### src/rtl/fbridge_gate_ctrl.sv
module fbridge_gate_ctrl #(
  parameter int DW = 8
) (
  input  logic          clk,
  input  logic          rst_n,
  input  logic          dis,
  input  logic          uv,
  input  logic [DW-1:0] dead_cycles,
  input  logic          cmd_ah,
  input  logic          cmd_al,
  input  logic          cmd_bh,
  input  logic          cmd_bl,
  output logic          gate_ah,
  output logic          gate_al,
  output logic          gate_bh,
  output logic          gate_bl
);
  localparam int NOUT = 4;

  logic            kill;
  logic [NOUT-1:0] req;
  logic [NOUT-1:0] gate;

  assign kill   = dis | uv;
  assign req[0] = ~kill & cmd_ah & ~cmd_al;
  assign req[1] = ~kill & cmd_al;
  assign req[2] = ~kill & cmd_bh & ~cmd_bl;
  assign req[3] = ~kill & cmd_bl;

  for (genvar i = 0; i < NOUT; i++) begin : g_out
    logic          on_q;
    logic          wait_q;
    logic [DW-1:0] cnt_q;

    always_ff @(posedge clk or negedge rst_n) begin
      if (!rst_n) begin
        on_q   <= 1'b0;
        wait_q <= 1'b0;
        cnt_q  <= '0;
      end else if (!req[i]) begin
        on_q   <= 1'b0;
        wait_q <= 1'b0;
        cnt_q  <= '0;
      end else if (!on_q) begin
        if (!wait_q) begin
          if (dead_cycles == '0) begin
            on_q <= 1'b1;
          end else begin
            wait_q <= 1'b1;
            cnt_q  <= dead_cycles - 1'b1;
          end
        end else if (cnt_q == '0) begin
          on_q   <= 1'b1;
          wait_q <= 1'b0;
        end else begin
          cnt_q <= cnt_q - 1'b1;
        end
      end
    end

    assign gate[i] = on_q;
  end

  assign gate_ah = gate[0];
  assign gate_al = gate[1];
  assign gate_bh = gate[2];
  assign gate_bl = gate[3];
endmodule


### config.mk
export PLATFORM = sky130hd
export DESIGN_NAME = fbridge_gate_ctrl
export DESIGN_NICKNAME = d
export VERILOG_FILES = /design/src/rtl/fbridge_gate_ctrl.sv
export SDC_FILE = /design/constraint.sdc
export NUM_CORES = 1
export LEC_CHECK = 0
export ABC_AREA = 1
export BUFFER_PORTS_ARGS = -buffer_cell sky130_fd_sc_hd__buf_4
export CORE_MARGIN = 2
export CORE_UTILIZATION = 65
export DETAILED_ROUTE_END_ITERATION = 10
export PLACE_DENSITY = 0.83
export SYNTH_ARGS = -nofsm -noshare
export SYNTH_HDL_FRONTEND = slang
export SYNTH_SLANG_ARGS = --single-unit
export TNS_END_PERCENT = 50
### constraint.sdc
create_clock -name clk -period 3.4 [get_ports clk]
set_input_delay 0.17 -clock clk [delete_from_list [all_inputs] [get_ports clk]]
set_output_delay 0.17 -clock clk [all_outputs]
set_load 0.02 [all_outputs]
### Word level (Yosys, flattened, before mapping)

Cells that the tools add are included.

* register bits: 40
* bits of input ports: 16
* output and inout port bits: 4
* word-level logic and storage cells: 99

* $add $sub $neg: 5
* eq/ne operators: 12
* mux-type cells: 51
* bitwise gates (word level): 10
* reduce and logical (&&, ||, !) cells: 9

Operators with widths (count)
* 8-bit 2-to-1 mux: 17
* 8-bit zero test: 5
* 8-bit by 1-bit subtractor with 8-bit output (second input constant): 5
* 1-bit 2-to-1 mux: 34
* 3-bit inequality test (second input constant): 8
* 3-bit AND reduction: 4
* 2-bit inequality test (second input constant): 4
* 1-bit AND: 6
* 1-bit NOT: 3
* 1-bit OR: 1

### Longest topological paths before layout

* depth in word-level cells: 6
* depth in mapped cells: 12
* mapped depth without buffers: 12

### Worst setup path before layout

Ideal clock, no wire load.

* kind: reg2reg
* start: reg g_out[3].cnt_q[0]
* end: reg g_out[3].cnt_q[6]
* library setup time: 117 ps
* arrival: 1191 ps
* required time: 3283 ps
* slack: 2092 ps
* stages on the path, launching flop included: 13
* path buffers: 0
* period minus slack after synthesis: 1308 ps
* cell sequence: dfrtp_1 > inv_1 > ha_1 > nand2_1 > inv_1 > nand2_1 > nor2_1 > nor2_2 > nand2_4 > nand2_4 > clkinv_2 > nand2_1 > nand2_1

* cells in the longest elaborated chain, start to end: 5
* elaborated cells between the ends (all ways): 8
* classes of those cells: 1 x add/sub; 1 x eq/ne; 4 x mux; 2 x reduce/logical

RTL lines
* from (decl): line 33 `logic [DW-1:0] cnt_q;`
* from (signal assigned): line 50 `cnt_q <= dead_cycles - 1'b1;`
* from (signal assigned): line 56 `cnt_q <= cnt_q - 1'b1;`
* 8-bit by 1-bit subtractor with 8-bit output: line 56
* 8-bit 2-to-1 mux: line 52 `end else if (cnt_q == '0) begin`
* 8-bit 2-to-1 mux: line 45 `if (!wait_q) begin`
* 8-bit 2-to-1 mux: line 44 `end else if (!on_q) begin`
* 8-bit 2-to-1 mux: line 40 `end else if (!req[i]) begin`

Several ways; a longest one is shown, not always the timed one. The select of a mux whose other input is x is not followed.
A chain may end at the register's enable or synchronous reset.

### Worst setup path after layout

* start: reg g_out[2].cnt_q[0]
* end: reg g_out[2].cnt_q[6]

* cells in the longest elaborated chain, start to end: 5
* elaborated cells between the ends (all ways): 8
* classes of those cells: 1 x add/sub; 1 x eq/ne; 4 x mux; 2 x reduce/logical

RTL lines (line)
* from (decl): 33
* from (signal assigned): 50
* from (signal assigned): 56
* 8-bit by 1-bit subtractor with 8-bit output: 56
* 8-bit 2-to-1 mux: 52
* 8-bit 2-to-1 mux: 45
* 8-bit 2-to-1 mux: 44
* 8-bit 2-to-1 mux: 40

Several ways; a longest one is shown, not always the timed one. The select of a mux whose other input is x is not followed.

==> results.tsv <==
stage	metric	value	unit
die	Die Height	70.8	um
detailed_routing	wire per inst	13.5	um
finish	most frequent cells in the layout	nand2_1 (143), nand3_1 (54), inv_1 (51)	
die	DIE WIDTH	70.8	um
power	Seq pwr share	0.462	
timing	Tcrit/Tclk final	0.439	
outcome	outcome	complete, no violations	
detailed_routing	antenna-violating nets left	0	
worst_setup_path	critical path data required time	3.64	ns
job	max_cap viols	0	
worst_setup_path	R2R depth	11	
clock_network	Max clock buf depth	2	
hold_path	worst hold path startpoint	dead_cycles[0]	
hold_path	Hold Path Class	input pin to flip-flop	
worst_setup_path	Critical R2R Launch	g_out[2].cnt_q[0]	
global_route	M3 GR Usage	0.0584	
clock_network	Clock Sinks	40	
clock_network	CTS clk-pin slew, worst paths	0.08	ns
clock_network	Root Buffer	clkbuf_8	
worst_setup_path	FF-to-FF End	g_out[2].cnt_q[6]	
timing	post-route worst setup slack	1.91	ns
timing	Final Max Tran Viols	0	
power	peak supply drop	0.221	mV
timing	WHS	0.218	ns
global_route	M2 GR Usage	0.465	
yosys	Syn Area/Cell	6.69	um2
finish	area of the multi-input gates	1640	um2
clock_network	hold_buf cts	1	
yosys	Synth Instances	433	
finish	fin cells	509	
clock_network	CTS Buf Count	5	
worst_setup_path	CP cell instances	inv_1, ha_1, nand2_1, inv_1, nand2_1, nor2_1, nor2_1, nand2_2, nor2_4, nand3_1, nand2_1	
timing	RSZ-0062 raised after global routing	no	
timing	final setup violation count	0	
worst_setup_path	crit path kind	flip-flop to flip-flop	
worst_setup_path	CP Launch Type	flip-flop	
finish	ANT cells	0	
die	IO Count	20	
die	Die ar.	5010	um2
die	Initial Util	0.670	
placement	RD Place Congestion	0.891	
power	leakage	1.73	nW
hold_path	hold depth	4	
finish	leading cell type in the layout, fill and taps excluded	nand2_1	
worst_setup_path	FF-to-FF setup slack	1.91	ns
clock_network	CTS resizes	0	
clock_network	postcts setup bufs	0	
detailed_routing	Initial DRT Pass Iterations	5	
global_route	GRT Residual Overflow	0	
detailed_routing	via count	2775	
worst_setup_path	CP Capture Type	flip-flop	
finish	Final nets	482	
die	num rows	24	
yosys	syn nets	459	
power	PD cells	340	nW/um2
global_route	largest net degree at the start of global routing	41	
timing	final worst path period need	1.49	ns
global_route	initial antenna violation count	0	
yosys	Ys Warns	0	
clock_network	CTS tree	yes	
finish	layout cells sized above 1	0.133	
placement	IO Port Bufs	19	
power	Int Power	0.000773	W
placement	DP Cell Count	500	
timing	final hold violation count	0	
worst_setup_path	critical path's largest stage delay	0.33	ns
timing	clk_skew	0.00955	ns
detailed_routing	total wire length	6.87	mm
global_route	grt peak-use layer	met2	
finish	fill count	350	
placement	worst slack, placed	1.85	ns
power	switching share of power	0.290	
clock_network	Worst-Skew Late Latency	0.30	ns
global_route	total track usage	0.290	
power	Comb pwr share	0.176	
detailed_routing	drt drc	0	
worst_setup_path	Critical Path AT	1.73	ns
clock_network	CTS H-tree depth	2	
global_route	first-pass GRT wire length	11.5	mm
worst_setup_path	crit-path max FO	8	
detailed_routing	Vias/cell	5.45	
timing	worst-margin pin slew	0.514	ns
die	core area	4320	um2
timing	f_max	0.669	GHz
hold_path	worst hold endpoint	g_out[1].cnt_q[0]	
finish	Synth-to-Final Area Change	10.4	%
timing	max_slew headroom	0.657	
global_route	grt met1 use	0.387	
yosys	sequential fraction of the synthesis area	0.345	
detailed_routing	Initial DRC Count	228	
finish	register area	1000	um2
yosys	Post-Synthesis Cell Area	2900	um2
timing	total negative slack	0	ns
yosys	Netlist cell types	25	
power	Pwr Total	0.00109	W
placement	HPWL after DPL	5.00	mm
yosys	flops & latches, synth	40	
power	P_sw	0.000316	W
global_route	vias in the first global route	2612	
worst_setup_path	crit-path most repeated cell	nand2_1	
worst_setup_path	crit path max-delay cell type	dfrtp_1	
power	Clock power frac	0.362	
-- kinds of logic (layout without fill, tap and decap cells) --
group                      count (synthesis)  in the layout  share of synthesized area
muxes                                      4              4                     0.0138
DFF                                       40             40                      0.345
buffers and inverters                     65             89                     0.0894
adders and majority gates                 10             10                     0.0432
AOI/OAI and AO/OA                         43             43                     0.0777
and+or+nand+nor                          268            268                      0.421
xor gates and xnor gates                   3              3                    0.00907
-- area by class of cell --
type                    count  share of cell area
multi-input cells         328               0.512
flip-flops and latches     40               0.313
inverters                  61              0.0739
repair buffers             20              0.0477
clock buffers               6              0.0227
well taps                  52              0.0203
clock inverters             2              0.0109
-- Yosys cell counts, drive strengths merged --
| cell | number | area, um2 |
|---|---|---|
| clkinv | 2 | 10.0 |
| a21oi | 4 | 20.0 |
| inv | 59 | 226 |
| xor2 | 2 | 17.5 |
| ha | 10 | 125 |
| clkbuf | 3 | 11.3 |
| mux2i | 4 | 40.0 |
| buf | 1 | 11.3 |
| nand3 | 56 | 290 |
| o21ai | 35 | 175 |
| nand3b | 2 | 15.0 |
| nand4 | 6 | 37.5 |
| nor2 | 52 | 260 |
| o21bai | 4 | 30.0 |
| nand2 | 152 | 618 |
| dfrtp | 40 | 1000 |
| xnor2 | 1 | 8.76 |
-- worst max-delay path, delay by kind of cell, from the launching register on --
| kind | cells | cell delay [ns] |
|---|---|---|
| adder cells (fa/ha/maj) | 1 | 0.22 |
| buffers and inverters | 2 | 0.13 |
| flip-flops | 1 | 0.33 |
| AND/OR/NAND/NOR | 8 | 0.75 |
-- layer usage --
layer	share of wire	vias up
li1	-	1417
met1	0.45	1246
met2	0.46	93
met3	0.064	19
met4	0.027	0
met5	0	-
-- sequential cells by signal, summed over array words and instances, names as in the netlist --
name,count
gate_ah,1
g_out.wait_q,4
gate_al,1
g_out.cnt_q,32
gate_bh,1
gate_bl,1
-- power groups by stage --
stage	logic [W]	clock network, W	registers (W)
5_1_grt	0.000218	0.000418	0.000506
2_1_floorplan	0.000132	0	0.000506
6_report	0.000191	0.000394	0.000503
3_5_place_dp	0.000188	0	0.000512
3_3_place_gp	0.000183	0	0.000512
4_1_cts	0.000190	0.000398	0.000503
-- metrics by stage --
stage               cell area [um2]  utilization
detailed placement             3080        0.713
global placement               3080        0.713
CTS                            3200        0.740
floorplan                      2900            -
finish                         3200        0.740
global route                   3200        0.740
-- worst max path at each step --
stage	start	slack [ns]	to
after global routing	g_out[2].wait_q	1.75	g_out[2].cnt_q[2]
final	g_out[2].cnt_q[0]	1.91	g_out[2].cnt_q[6]
after CTS	g_out[2].wait_q	1.90	g_out[2].cnt_q[2]
after floorplan	g_out[3].cnt_q[0]	2.09	g_out[3].cnt_q[6]
after global placement	dead_cycles[0]	1.88	g_out[0].cnt_q[2]
after detailed placement	dead_cycles[0]	1.85	g_out[0].cnt_q[2]
(Power assumes the default switching activity.)
